**src/rtl/fcd_pkg.sv**
```systemverilog
// Package for the flash command decoder.
// Holds the key addresses and data codes, the sequence-step encoding and
// the bundle of one-cycle command strobes passed between the submodules.
package fcd_pkg;

    localparam int DATA_W = 8;
    localparam int CMP_W  = 15;

    localparam logic [CMP_W-1:0] KEY_ADR_A = 15'h5555;
    localparam logic [CMP_W-1:0] KEY_ADR_B = 15'h2AAA;

    localparam logic [DATA_W-1:0] KEY_DAT_A = 8'hAA;
    localparam logic [DATA_W-1:0] KEY_DAT_B = 8'h55;
    localparam logic [DATA_W-1:0] OP_LOCK   = 8'hA0;
    localparam logic [DATA_W-1:0] OP_EXTEND = 8'h80;
    localparam logic [DATA_W-1:0] OP_ID_OUT = 8'hF0;
    localparam logic [DATA_W-1:0] OP_UNLOCK = 8'h20;
    localparam logic [DATA_W-1:0] OP_ERASE  = 8'h10;
    localparam logic [DATA_W-1:0] OP_ID_IN  = 8'h60;

    // step reached so far in the keyed sequence
    typedef enum logic [2:0] {
        ST_IDLE,
        ST_KEY1,
        ST_KEY2,
        ST_EXT,
        ST_KEY4,
        ST_KEY5
    } seq_st_t;

    // one-cycle strobes, at most one high per write
    typedef struct packed {
        logic lock;
        logic unlock;
        logic erase;
        logic id_in;
        logic id_out;
        logic stray;
    } cmd_t;

endpackage

```
**src/rtl/fcd_seq_fsm.sv**
```systemverilog
// Sequence tracker for the flash command decoder.
// Follows the keyed write sequence one step per accepted write and emits a
// command strobe in the cycle of the final write. Any write that does not fit
// the expected step raises 'stray' and goes back to idle without being taken
// as a new first key write.
// Assumes: wr_en is one cycle per write; 'active' is low while writes must
// not be decoded (page-load window or erase in progress).
module fcd_seq_fsm
    import fcd_pkg::*;
(
    input  logic              clk,
    input  logic              rst_n,
    input  logic              wr_en,
    input  logic              active,
    input  logic [CMP_W-1:0]  addr_lo,
    input  logic [DATA_W-1:0] wdata,
    output cmd_t              cmd
);

    seq_st_t st_q, st_d;
    logic    at_a, at_b;

    assign at_a = (addr_lo == KEY_ADR_A);
    assign at_b = (addr_lo == KEY_ADR_B);

    // next step and command decode for the current write
    always_comb begin
        st_d = st_q;
        cmd  = '0;
        if (wr_en && active) begin
            st_d      = ST_IDLE;
            cmd.stray = 1'b1;
            unique case (st_q)
                ST_IDLE: if (at_a && wdata == KEY_DAT_A) begin
                    st_d = ST_KEY1; cmd.stray = 1'b0;
                end
                ST_KEY1: if (at_b && wdata == KEY_DAT_B) begin
                    st_d = ST_KEY2; cmd.stray = 1'b0;
                end
                ST_KEY2: if (at_a) begin
                    unique case (wdata)
                        OP_LOCK:   begin cmd.lock   = 1'b1; cmd.stray = 1'b0; end
                        OP_ID_OUT: begin cmd.id_out = 1'b1; cmd.stray = 1'b0; end
                        OP_EXTEND: begin st_d = ST_EXT;     cmd.stray = 1'b0; end
                        default:   ;
                    endcase
                end
                ST_EXT: if (at_a && wdata == KEY_DAT_A) begin
                    st_d = ST_KEY4; cmd.stray = 1'b0;
                end
                ST_KEY4: if (at_b && wdata == KEY_DAT_B) begin
                    st_d = ST_KEY5; cmd.stray = 1'b0;
                end
                ST_KEY5: if (at_a) begin
                    unique case (wdata)
                        OP_UNLOCK: begin cmd.unlock = 1'b1; cmd.stray = 1'b0; end
                        OP_ERASE:  begin cmd.erase  = 1'b1; cmd.stray = 1'b0; end
                        OP_ID_IN:  begin cmd.id_in  = 1'b1; cmd.stray = 1'b0; end
                        default:   ;
                    endcase
                end
                default: ;
            endcase
        end
    end

    // sequence step register
    always_ff @(posedge clk) begin
        if (!rst_n) st_q <= ST_IDLE;
        else        st_q <= st_d;
    end

endmodule

```
**src/rtl/fcd_mode_regs.sv**
```systemverilog
// Mode state for the flash command decoder.
// Holds the lock flag (reset only by the initialisation reset), the
// page-load window, the identification mode and the erase busy counter.
// Assumes: command strobes are one cycle wide and mutually exclusive.
module fcd_mode_regs #(
    parameter int ERASE_CYCLES = 64,
    localparam int CNT_W       = $clog2(ERASE_CYCLES + 1)
) (
    input  logic clk,
    input  logic rst_n,
    input  logic fact_rst_n,
    input  logic do_lock,
    input  logic do_unlock,
    input  logic do_erase,
    input  logic do_id_in,
    input  logic do_id_out,
    input  logic load_done,
    output logic prot_on,
    output logic load_open,
    output logic id_mode,
    output logic erase_start,
    output logic erase_busy
);

    logic             vol_rst_n;
    logic [CNT_W-1:0] ers_cnt;

    assign vol_rst_n  = rst_n && fact_rst_n;
    assign erase_busy = (ers_cnt != '0);

    // lock flag: kept across the ordinary reset
    always_ff @(posedge clk) begin
        if (!fact_rst_n)    prot_on <= 1'b1;
        else if (do_lock)   prot_on <= 1'b1;
        else if (do_unlock) prot_on <= 1'b0;
    end

    // page-load window opened by the lock command, closed by the page controller
    always_ff @(posedge clk) begin
        if (!vol_rst_n)     load_open <= 1'b0;
        else if (do_lock)   load_open <= 1'b1;
        else if (load_done) load_open <= 1'b0;
    end

    // identification mode, lost on any reset
    always_ff @(posedge clk) begin
        if (!vol_rst_n)     id_mode <= 1'b0;
        else if (do_id_in)  id_mode <= 1'b1;
        else if (do_id_out) id_mode <= 1'b0;
    end

    // erase request pulse and busy countdown
    always_ff @(posedge clk) begin
        if (!vol_rst_n) begin
            erase_start <= 1'b0;
            ers_cnt     <= '0;
        end else begin
            erase_start <= do_erase;
            if (do_erase)        ers_cnt <= CNT_W'(ERASE_CYCLES);
            else if (erase_busy) ers_cnt <= ers_cnt - 1'b1;
        end
    end

endmodule

```
**src/rtl/fcd_id_reply.sv**
```systemverilog
// Identification read responder for the flash command decoder.
// In identification mode, a read of byte 0 returns the maker code and a
// read of byte 1 the device code, one cycle after the read strobe. All
// address bits above bit 0 must be zero for a hit.
module fcd_id_reply
    import fcd_pkg::*;
#(
    parameter int                ADDR_W   = 17,
    parameter logic [DATA_W-1:0] MFR_CODE = 8'hDA,
    parameter logic [DATA_W-1:0] DEV_CODE = 8'hC1
) (
    input  logic              clk,
    input  logic              rst_n,
    input  logic              rd_en,
    input  logic              id_mode,
    input  logic [ADDR_W-1:0] addr,
    output logic              id_valid,
    output logic [DATA_W-1:0] id_data
);

    logic hit;

    assign hit = rd_en && id_mode && (addr[ADDR_W-1:1] == '0);

    // registered identification byte
    always_ff @(posedge clk) begin
        if (!rst_n) begin
            id_valid <= 1'b0;
            id_data  <= '0;
        end else begin
            id_valid <= hit;
            id_data  <= !hit ? '0 : (addr[0] ? DEV_CODE : MFR_CODE);
        end
    end

endmodule

```
**src/rtl/flash_cmd_decoder.sv**
```systemverilog
// Top of the flash command decoder.
// Ties the sequence tracker, the mode registers and the identification
// responder together, and forwards ordinary writes to the page controller:
// all writes inside the page-load window, and stray writes when unlocked.
// Assumes: one write or read strobe per cycle; load_done comes from the page
// controller once it has taken the page.
module flash_cmd_decoder
    import fcd_pkg::*;
#(
    parameter int                ADDR_W       = 17,
    parameter int                ERASE_CYCLES = 64,
    parameter logic [DATA_W-1:0] MFR_CODE     = 8'hDA,
    parameter logic [DATA_W-1:0] DEV_CODE     = 8'hC1
) (
    input  logic              clk,
    input  logic              rst_n,
    input  logic              fact_rst_n,
    input  logic              wr_en,
    input  logic              rd_en,
    input  logic [ADDR_W-1:0] addr,
    input  logic [DATA_W-1:0] wdata,
    input  logic              load_done,
    output logic              prot_on,
    output logic              load_open,
    output logic              erase_start,
    output logic              erase_busy,
    output logic              id_mode,
    output logic              id_valid,
    output logic [DATA_W-1:0] id_data,
    output logic              pass_wr,
    output logic [ADDR_W-1:0] pass_addr,
    output logic [DATA_W-1:0] pass_data
);

    logic vol_rst_n;
    logic decode_on;
    logic fwd;
    cmd_t cmd;

    assign vol_rst_n = rst_n && fact_rst_n;
    assign decode_on = !load_open && !erase_busy;
    assign fwd       = wr_en && !erase_busy && (load_open || (cmd.stray && !prot_on));

    fcd_seq_fsm u_seq (
        .clk     (clk),
        .rst_n   (vol_rst_n),
        .wr_en   (wr_en),
        .active  (decode_on),
        .addr_lo (addr[CMP_W-1:0]),
        .wdata   (wdata),
        .cmd     (cmd)
    );

    fcd_mode_regs #(.ERASE_CYCLES(ERASE_CYCLES)) u_mode (
        .clk         (clk),
        .rst_n       (rst_n),
        .fact_rst_n  (fact_rst_n),
        .do_lock     (cmd.lock),
        .do_unlock   (cmd.unlock),
        .do_erase    (cmd.erase),
        .do_id_in    (cmd.id_in),
        .do_id_out   (cmd.id_out),
        .load_done   (load_done),
        .prot_on     (prot_on),
        .load_open   (load_open),
        .id_mode     (id_mode),
        .erase_start (erase_start),
        .erase_busy  (erase_busy)
    );

    fcd_id_reply #(
        .ADDR_W   (ADDR_W),
        .MFR_CODE (MFR_CODE),
        .DEV_CODE (DEV_CODE)
    ) u_id (
        .clk      (clk),
        .rst_n    (vol_rst_n),
        .rd_en    (rd_en),
        .id_mode  (id_mode),
        .addr     (addr),
        .id_valid (id_valid),
        .id_data  (id_data)
    );

    // forwarding register toward the page controller
    always_ff @(posedge clk) begin
        if (!vol_rst_n) begin
            pass_wr   <= 1'b0;
            pass_addr <= '0;
            pass_data <= '0;
        end else begin
            pass_wr <= fwd;
            if (fwd) begin
                pass_addr <= addr;
                pass_data <= wdata;
            end
        end
    end

endmodule

```
**config.mk**
```make
export PLATFORM = sky130hd
export DESIGN_NAME = flash_cmd_decoder
export DESIGN_NICKNAME = d
export VERILOG_FILES = /design/src/rtl/fcd_pkg.sv /design/src/rtl/fcd_seq_fsm.sv /design/src/rtl/fcd_mode_regs.sv /design/src/rtl/fcd_id_reply.sv /design/src/rtl/flash_cmd_decoder.sv
export SDC_FILE = /design/constraint.sdc
export NUM_CORES = 1
export LEC_CHECK = 0
export ABC_AREA = 1
export CORE_MARGIN = 2
export CORE_UTILIZATION = 30
export DETAILED_ROUTE_END_ITERATION = 10
export DONT_BUFFER_PORTS = 1
export PLACE_DENSITY = 0.4
export SETUP_SLACK_MARGIN = 0.1
export SLEW_MARGIN = 5
export SYNTH_ARGS = -nofsm -noshare
export SYNTH_HDL_FRONTEND = slang
export SYNTH_SLANG_ARGS = --single-unit
export TNS_END_PERCENT = 1
```
**constraint.sdc**
```tcl
create_clock -name clk -period 2.43 [get_ports clk]
set_input_delay 0.243 -clock clk [delete_from_list [all_inputs] [get_ports clk]]
set_output_delay 0.243 -clock clk [all_outputs]
set_load 0.05 [all_outputs]
```
# Word level (Yosys, flattened, before mapping)
# Index checks and enable logic that the tools add are counted.
# op_classes
muxes	32
bitwise_logic	2
n_eq_ne	15
n_addsub	1
n_reduce_logical	27
# ops
op	count
== test 8 bit (second input constant)	4
two-way mux 1 bit	18
== test 8 x 7 -> 1 bit (second input constant)	2
logical NOT 16 bit	1
== test 15 x 14 -> 1 bit (second input constant)	1
== test 15 bit (second input constant)	1
two-way mux 3 bit	5
one-hot mux 3 bit (5 select lines)	1
two-way mux 7 bit	2
logical AND 1 bit	10
== test 8 x 5 -> 1 bit (second input constant)	1
== test 8 x 6 -> 1 bit (second input constant)	1
OR reduction 2 bit	4
nonzero test 7 bit	1
subtractor 7 x 1 -> 7 bit (second input constant)	1
== test 3 x 2 -> 1 bit (second input constant)	2
== test 3 bit (second input constant)	2
two-way mux 2 bit	3
two-way mux 6 bit	1
nonzero test 2 bit	3
OR reduction 3 bit	2
two-way mux 5 bit	1
one-hot mux 1 bit (4 select lines)	1
== test 3 x 1 -> 1 bit (second input constant)	1
other kinds (5)	8
# totals
elab_cells	89
input_bits	31
regBits	49

# Depth between registers and ports, before layout
# Gate-level depths: netlist of run 1.
# depth
word_depth	9
depth_mapped	15
depth_no_buf	14

# Cells and area by module
# Synthesis of run 1 repeated with hierarchy kept, for this count alone.
# hier_totals
cells_unflattened	416
hier_area_um2	2666.3
# modules_own_cells
mod	cells_per_inst	area_per_inst_um2	instances
flash_cmd_decoder	174	1224.9	1
fcd_seq_fsm	146	713.2	1
fcd_mode_regs	64	506.7	1
fcd_id_reply	32	221.5	1

# Worst setup path before layout of run 1
# Ideal clock, no wire load.
# synth_path
path_kind	reg2reg
from	reg u_mode.ers_cnt[0]
to	reg u_mode.ers_cnt[3]
period_less_slack_ns	1.923
path_stages_with_launch	11
setup_time_ns	0.120
path_buffers	0
required_time_ns	2.310
setup_slack_ns	0.507
arrival_time_ns	1.803
cell_sequence	dfxtp_1 > inv_1 > ha_1 > nor3b_2 > nand2_2 > nor3_1 > nand4_1 > nor2_1 > nor2_1 > nand2_1 > a21oi_1
# synth_between
elab_chain_len	6
elab_cells_between_ends	7
# synth_rtl
element	line	text
start: declaration	fcd_mode_regs.sv:26	logic [CNT_W-1:0] ers_cnt;
start signal: assignment	fcd_mode_regs.sv:59	if (do_erase) ers_cnt <= CNT_W'(ERASE_CYCLES);
start signal: assignment	fcd_mode_regs.sv:60	else if (erase_busy) ers_cnt <= ers_cnt - 1'b1;
nonzero test 7 bit *	fcd_mode_regs.sv:29	assign erase_busy = (ers_cnt != '0);
named net erase_busy	flash_cmd_decoder.sv:26	output logic erase_busy,
logical NOT 1 bit	flash_cmd_decoder.sv:41	assign decode_on = !load_open && !erase_busy;
logical AND 1 bit	flash_cmd_decoder.sv:41	
logical AND 1 bit	fcd_seq_fsm.sv:30	if (wr_en && active) begin
two-way mux 6 bit	fcd_seq_fsm.sv:30	
OR reduction 2 bit (no source line)	-	
# Mark *: on every way through the listed nets, which the timed path passes. The rest lies on a longest branch.
# A chain may end at the register's enable or synchronous reset.

# Final worst setup path of run 1
# layout_path
from	reg u_mode.ers_cnt[0]
to	reg pass_data[5]
# layout_between
elab_chain_len	8
elab_cells_between_ends	9
# layout_rtl
element	line	text
nonzero test 7 bit *	fcd_mode_regs.sv:29	
logical NOT 1 bit *	flash_cmd_decoder.sv:41, flash_cmd_decoder.sv:42	
logical AND 1 bit	flash_cmd_decoder.sv:41	
logical AND 1 bit	fcd_seq_fsm.sv:30	
two-way mux 6 bit	fcd_seq_fsm.sv:30	
logical AND 1 bit	flash_cmd_decoder.sv:42	assign fwd = wr_en && !erase_busy && (load_open || (cmd.stray && !prot_on));
logical OR 1 bit	flash_cmd_decoder.sv:42	
logical AND 1 bit *	flash_cmd_decoder.sv:42	
end signal: assignment	flash_cmd_decoder.sv:95	pass_data <= wdata;
end: declaration	flash_cmd_decoder.sv:32	output logic [DATA_W-1:0] pass_data
# Mark *: on every way between the ends. The rest lies on a longest branch, timed or not.

==> metrics.log, run 1 <==
INFO  metric yosys_warnings = 0
INFO  metric vias_in_the_first_global_route = 2,259
INFO  metric synth_simple_gate_area_share = 41.4%
INFO  metric area_share_of_the_largest_cell_type_after_synthesis = 35.3%
INFO  metric ant_nets = 0
INFO  metric post_synth.cell_area_avg = 6.44 sq um
INFO  metric sequentialPowerShare = 33.9%
INFO  metric post_route_cells_drive_above_1_share = 10.1%
INFO  metric post-dp-hpwl = 5280 um
INFO  metric setup_violations = 0
INFO  metric timing.reg2reg.setup_slack = 0.46 ns
INFO  metric layout_common_cells = nand2_1 (85), nor2_1 (73), inv_1 (46)
INFO  metric p_sw = 0.00107 W
INFO  metric drt-wirelength-per-cell = 14.3 um
INFO  metric cell_internal_pwr = 0.00130 W
INFO  metric clock_tree.root_cell = clkbuf_8
INFO  metric synth.area.mux_share = 0%
INFO  metric max-cap-violations = 0
INFO  metric max-vdd-ir-drop = 0.000485 V
INFO  metric worstReg2RegEnd = pass_data[5]$_SDFFE_PN0P_
INFO  metric io_buffers = 0
INFO  metric fin_hold_ws = 0.0138 ns
INFO  metric setup.worst_path.class = flip-flop to flip-flop
INFO  metric finalHoldViolCount = 0
INFO  metric drc = 0
INFO  metric seq_area_frac_synth = 35.3%
INFO  metric commonest_register_cell_after_synthesis = dfxtp_1
INFO  metric met1_wirelength = 3270 um
INFO  metric setup_total_negative_slack = 0 ns
INFO  metric floorplan.rows = 33
INFO  metric cp-start-kind = flip-flop
INFO  metric clock_skew = 0.00868 ns
INFO  metric top_layer_used = met4
INFO  metric cts_tree = yes
INFO  metric first_pass_grt_wire_length = 11,600 um
INFO  metric diodes = 0
INFO  metric synth_top_cell_by_area = dfxtp_1
INFO  metric drt-vias-per-instance = 4.67
INFO  metric final.period_utilization = 80.9%
INFO  metric worst-slew-pin-transition = 0.948 ns
INFO  metric syn_inst = 387
INFO  metric holdPathStages = 1
INFO  metric place_ws = 0.439 ns
INFO  metric top_level_ports = 71
INFO  metric synth.cell_area = 2490 sq um
INFO  metric leading_cell_type_in_the_layout_fill_and_taps_excluded = nand2_1
INFO  metric initial_core_util = 30.6%
INFO  metric dr_wl_met3 = 498 um
INFO  metric min_period = 1.97 ns
INFO  metric switching_share = 45.0%
INFO  metric timing_max_transition_violations_final = 0
INFO  metric synth-edff-count = 0
INFO  metric cp_data_required_time = 2.63 ns
INFO  metric crit_path_top_delay_cell = dfxtp_1
INFO  metric post_cts.resized_instances = 0
INFO  metric timing.hold.worst_endpoint = u_mode.prot_on$_SDFFE_PP1P_
INFO  metric floorplan.core_area = 8130 sq um
INFO  metric dieArea = 9050 sq um
INFO  metric cts_max_path_buffers = 2
INFO  metric globalRoute.totalOverflow = 0
INFO  metric synth_fa_ha_area_share = 0.502%
INFO  metric crit_chain = inv_1, ha_1, nor3b_2, nand2_2, buf_4, nor2_4, buf_12, nand3_1, nand2_1, nor2_1
INFO  metric top_cells_by_area_in_the_synthesized_netlist = dfxtp_1 (35%), nand2_1 (13%), nor2_1 (11%)
INFO  metric die_width = 95.2 um
INFO  metric worst-endpoint-arrival = 2.17 ns
INFO  metric worst_setup_path_end_kind = flip-flop
INFO  metric gp_congestion = 0.788
INFO  metric combinationalPowerShare = 44.9%
INFO  metric setup_ws_post_layout = 0.463 ns
INFO  metric detailedRoute.firstIterationViolations = 91
INFO  metric synth-xor-area-share = 1.05%
INFO  metric num-nets-final = 416
INFO  metric synth_top_family_by_area = simple AND/OR/NAND/NOR gates
INFO  metric synth_compound_gate_area_share = 8.84%
INFO  metric drt_first_pass_iters = 5
INFO  metric clkLatencyLatePin = 0.30 ns
INFO  metric gr-usage-all-layers = 16.7%
INFO  metric floorplan.die.height = 95.2 um
INFO  metric final_core_utilization = 32.8%
INFO  metric detailroute.via_count = 2,289
INFO  metric reg2reg_depth = 10
INFO  metric grt_setup_unrepaired = false
INFO  metric leakage = 1.03 nW
INFO  metric cts_inserted_buffers = 5
INFO  metric powerDensity = 889 nW/um^2
INFO  metric run_status = completed
INFO  metric clock.fmax = 509 MHz
INFO  metric ys_seq_elements = 44
INFO  metric power_frac_clock = 21.1%
INFO  metric grt_antenna_before_repair = 0
INFO  metric critical_path.max_stage_delay = 0.31 ns
INFO  metric cts.clk_slew.worst_paths = 0.09 ns
INFO  metric timing.critical_path.fanout_max = 51
INFO  metric flow.area_growth_from_synthesis = 6.93%
INFO  metric dr_wl_met2 = 3050 um
INFO  metric synth_async_sr_flop_share = 0%
INFO  metric post_synth_num_cell_types = 29
INFO  metric wirelength = 6990 um
INFO  metric crit-reg2reg-launch = u_mode.ers_cnt[0]$_SDFFE_PP0P_
INFO  metric worstHoldStart = fact_rst_n
INFO  metric grt_start_max_net_pins = 52
INFO  metric slew_headroom = 36.7%
INFO  metric cts.sink_count = 44
INFO  metric cts-htree-levels = 2
INFO  metric worst_hold_path_type = input port to flip-flop
## per-stage QoR
stage	power (W)	cells	area, sq um
floorplan	0.00162	388	2500
global placement	0.00190	481	2560
detailed placement	0.00190	481	2560
CTS	0.00240	490	2670
global route	0.00255	490	2670
finish	0.00237	490	2670
## cell type report
type                    count  area [sq um]
clock buffers               6          82.6
flip-flops and latches     44           881
repair buffers              7          67.6
well taps                 105           131
clock inverters             2          10.0
fillers                   955          5470
inverters                  50           188
multi-input cells         276          1310
## synth_stat cells (all sizes together) (2+ instances only)
| master | n |
|---|---|
| nand2 | 88 |
| nor2 | 78 |
| inv | 49 |
| dfxtp | 44 |
| a21oi | 35 |
| nand3 | 34 |
| buf | 16 |
| nor3 | 10 |
| nor4 | 7 |
| o21ai | 6 |
| nand4 | 4 |
| or2 | 3 |
| clkbuf | 2 |
| nand3b | 2 |
| xor2 | 2 |
## registers in the layout, indices dropped and copies added (netlist names)
name	flops
pass_addr	17
pass_data	8
u_mode.ers_cnt	7
u_id.id_data	3
u_seq.st_q	3
pass_wr	1
u_id.id_valid	1
u_mode.erase_start	1
u_mode.id_mode	1
u_mode.load_open	1
u_mode.prot_on	1
## per-layer routing
layer,vias to the layer above,global-route usage [%]
met5,-,0
met4,0,6.04
met3,12,5.38
met2,56,26.2
met1,1017,21.3
li1,1204,-
## power by group through the flow
stage,Combinational [W],Sequential [W],Clock [W]
final,0.00106,0.000803,0.000501
after global routing,0.00119,0.000812,0.000548
after CTS,0.00108,0.000804,0.000524
after detailed placement,0.00108,0.000819,0
after global placement,0.00108,0.000821,0
after floorplan,0.000804,0.000812,0
## worst max-delay path: cells and delay by family, from the launching register on
family / cells / cell delay (ns)
DFF: 1 / 0.31
adders and majority gates: 1 / 0.18
and+or+nand+nor: 6 / 0.80
buffers and inverters: 3 / 0.58
## worst max-delay path by stage
stage | end | start
after floorplan | u_mode.ers_cnt[3]$_SDFFE_PP0P_ | u_mode.ers_cnt[0]$_SDFFE_PP0P_
after global placement | pass_data[5]$_SDFFE_PN0P_ | addr[11]
after detailed placement | pass_addr[6]$_SDFFE_PN0P_ | addr[11]
after CTS | pass_data[5]$_SDFFE_PN0P_ | u_mode.ers_cnt[0]$_SDFFE_PP0P_
after global routing | pass_data[4]$_SDFFE_PN0P_ | u_seq.st_q[0]$_SDFFE_PN0P_
final | pass_data[5]$_SDFFE_PN0P_ | u_mode.ers_cnt[0]$_SDFFE_PP0P_
## cell families after synthesis
family / after synthesis
DFF: 44
and+or+nand+nor: 227
buffers and inverters: 68
other: 1
AOI/OAI and AO/OA: 43
xor gates and xnor gates: 3
adders and majority gates: 1
## timing repair
action                                  in CTS  in global routing
hold endpoints to repair                     1                  0
hold buffers                                 1                  0
endpoints found under the setup margin       0                  0
buffers inserted                             0                  0
No activity file was read; power rests on OpenSTA's default activity.
==> run 2, diff against run 1 <==
PLACE_DENSITY = 0.41   (was 0.4)
clock period = 1.6 ns   (was 2.43 ns; I/O delays follow)
==> run 2 against run 1 <==
  * The flow now finishes with violations (setup timing)
  * Flip-flop and latch count unchanged
  * Utilization up 8.2 points
  * Combinational power rose to 2.8 times the previous value
  * Largest power group unchanged
==> metrics.log, run 2 (same netlist as run 1, synthesis figures left out) <==
INFO  metric gr-usage-all-layers = 16.0%
INFO  metric critical_path.max_stage_delay = 0.33 ns
INFO  metric largest_register = pass_addr
INFO  metric cts.clk_slew.worst_paths = 0.10 ns
INFO  metric ant_nets = 0
INFO  metric setup_violations = 34
INFO  metric timing.critical_path.fanout_max = 7
INFO  metric vias_in_the_first_global_route = 2,406
INFO  metric setup.worst_path.class = flip-flop to flip-flop
INFO  metric drc = 0
INFO  metric clock_tree.root_cell = clkbuf_8
INFO  metric die_width = 95.2 um
INFO  metric drt-wirelength-per-cell = 13.6 um
INFO  metric detailroute.via_count = 2,534
INFO  metric max-cap-violations = 0
INFO  metric dr_wl_met3 = 550 um
INFO  metric cts_max_path_buffers = 2
INFO  metric total_power = 0.00513 W
INFO  metric leakage = 1.39 nW
INFO  metric wirelength = 7500 um
INFO  metric largest_register_ff_count = 17
INFO  metric floorplan.core_area = 8130 sq um
INFO  metric initial_core_util = 30.6%
INFO  metric max-vdd-ir-drop = 0.000518 V
INFO  metric finalHoldViolCount = 0
INFO  metric powerDensity = 1540 nW/um^2
INFO  metric floorplan.die.height = 95.2 um
INFO  metric worst_setup_path_end_kind = flip-flop
INFO  metric detailedRoute.firstIterationViolations = 46
INFO  metric grt_start_max_net_pins = 52
INFO  metric diodes = 0
INFO  metric dieArea = 9050 sq um
INFO  metric clock_skew = 0.00772 ns
INFO  metric layout_top_registers = pass_addr x17, pass_data x8, u_mode.ers_cnt x7
INFO  metric cp-start-kind = flip-flop
INFO  metric io_buffers = 0
INFO  metric first_pass_grt_wire_length = 11,200 um
INFO  metric crit_path_top_delay_cell = dfxtp_2
INFO  metric min_period = 1.69 ns
INFO  metric flow.area_growth_from_synthesis = 33.6%
INFO  metric gp_congestion = 0.854
INFO  metric clock.fmax = 593 MHz
INFO  metric floorplan.rows = 33
INFO  metric worst-endpoint-arrival = 1.89 ns
INFO  metric cts-htree-levels = 2
INFO  metric run_status = finished with violations
INFO  metric grt_setup_unrepaired = true
INFO  metric failing_checks = setup timing
INFO  metric grt_antenna_before_repair = 0
INFO  metric num-nets-final = 476
INFO  metric timing_max_transition_violations_final = 0
INFO  metric final_core_utilization = 40.9%
INFO  metric drt_first_pass_iters = 4
INFO  metric worst_hold_path_type = input port to flip-flop
INFO  metric final.period_utilization = 105%
INFO  metric setup_ws_post_layout = -0.0870 ns
INFO  metric fin_hold_ws = 0.0385 ns
INFO  metric post_route_cells_drive_above_1_share = 26.1%
INFO  metric leading_cell_type_in_the_layout_fill_and_taps_excluded = nand2_1
INFO  metric cts.sink_count = 44
INFO  metric drt-vias-per-instance = 4.61
INFO  metric cts_tree = yes
INFO  metric layout_common_cells = nand2_1 (83), nor2_1 (70), buf_4 (54)
INFO  metric met1_wirelength = 3540 um
INFO  metric cts_inserted_buffers = 5
INFO  metric worst-slew-pin-transition = 0.515 ns
INFO  metric clkLatencyLatePin = 0.31 ns
INFO  metric post-dp-hpwl = 5380 um
INFO  metric dr_wl_met2 = 3350 um
INFO  metric cp_data_required_time = 1.80 ns
INFO  metric top_layer_used = met4
INFO  metric slew_headroom = 65.6%
INFO  metric crit_chain = inv_2, ha_4, nor3b_4, nand2_4, buf_6, nor2_4, buf_12, clkbuf_16, nand3_2, nand2_1, nor2_1
INFO  metric globalRoute.totalOverflow = 0
INFO  metric top_level_ports = 71
run 2: critical path, delay by kind of cell, from the launching register on:
family                     cells  cell delay [ns]
adders and majority gates      1             0.12
buffers and inverters          4             0.51
DFF                            1             0.33
and+or+nand+nor                6             0.62
run 2: metal layers:
layer | vias up | global-route usage [%]
met5 | - | 0
met3 | 5 | 4.58
met1 | 1145 | 20.6
met4 | 0 | 3.99
met2 | 59 | 26.2
li1 | 1325 | -
run 2: layout make-up:
type                       count  area, sq um
fill                         894         4800
multi-input combinational    276         1380
sequential                    44          887
timing repair buffer          67          626
inverter                      50          188
tap                          105          131
clock buffer                   5         68.8
clock inverter                 3         46.3
run 2: path summary, 6_finish.rpt:
kind	from	depth (start not counted)	slack, ns	to
min	load_done	3	0.04	u_mode.load_open$_SDFFE_PN0P_
max	u_mode.ers_cnt[1]$_SDFFE_PP0P_	11	-0.09	pass_data[2]$_SDFFE_PN0P_
max reg2reg	u_mode.ers_cnt[1]$_SDFFE_PP0P_	11	-0.09	pass_data[2]$_SDFFE_PN0P_
min reg2reg	pass_data[7]$_SDFFE_PN0P_	2	0.49	pass_data[7]$_SDFFE_PN0P_
run 2: stage by stage:
stage	instances	TNS, ns	setup slack (ns)	area [sq um]
CTS	542	-2.50	-0.0953	3150
global route	550	-5.27	-0.161	3330
finish	550	-1.92	-0.0870	3330
floorplan	388	-1.96	-0.158	2530
global placement	531	-1.43	-0.0714	2990
detailed placement	531	-1.95	-0.144	2990
run 2: power breakdown:
| group | switching [W] | internal [W] | leakage (nW) |
|---|---|---|---|
| Clock | 0.000443 | 0.000471 | 0.0548 |
| Sequential | 0.0000499 | 0.00117 | 0.357 |
| Combinational | 0.00157 | 0.00143 | 0.975 |
| Total | 0.00207 | 0.00307 | 1.39 |
run 2: repair_timing:
action | 4_1_cts | 5_1_grt
hold endpoints to repair | 2 | 0
cloned | 0 | 6
setup endpoints to repair | 41 | 41
hold buffers | 2 | 0
buffers inserted | 1 | 2
gates resized for setup | 4 | 14
pin swaps | 3 | 12
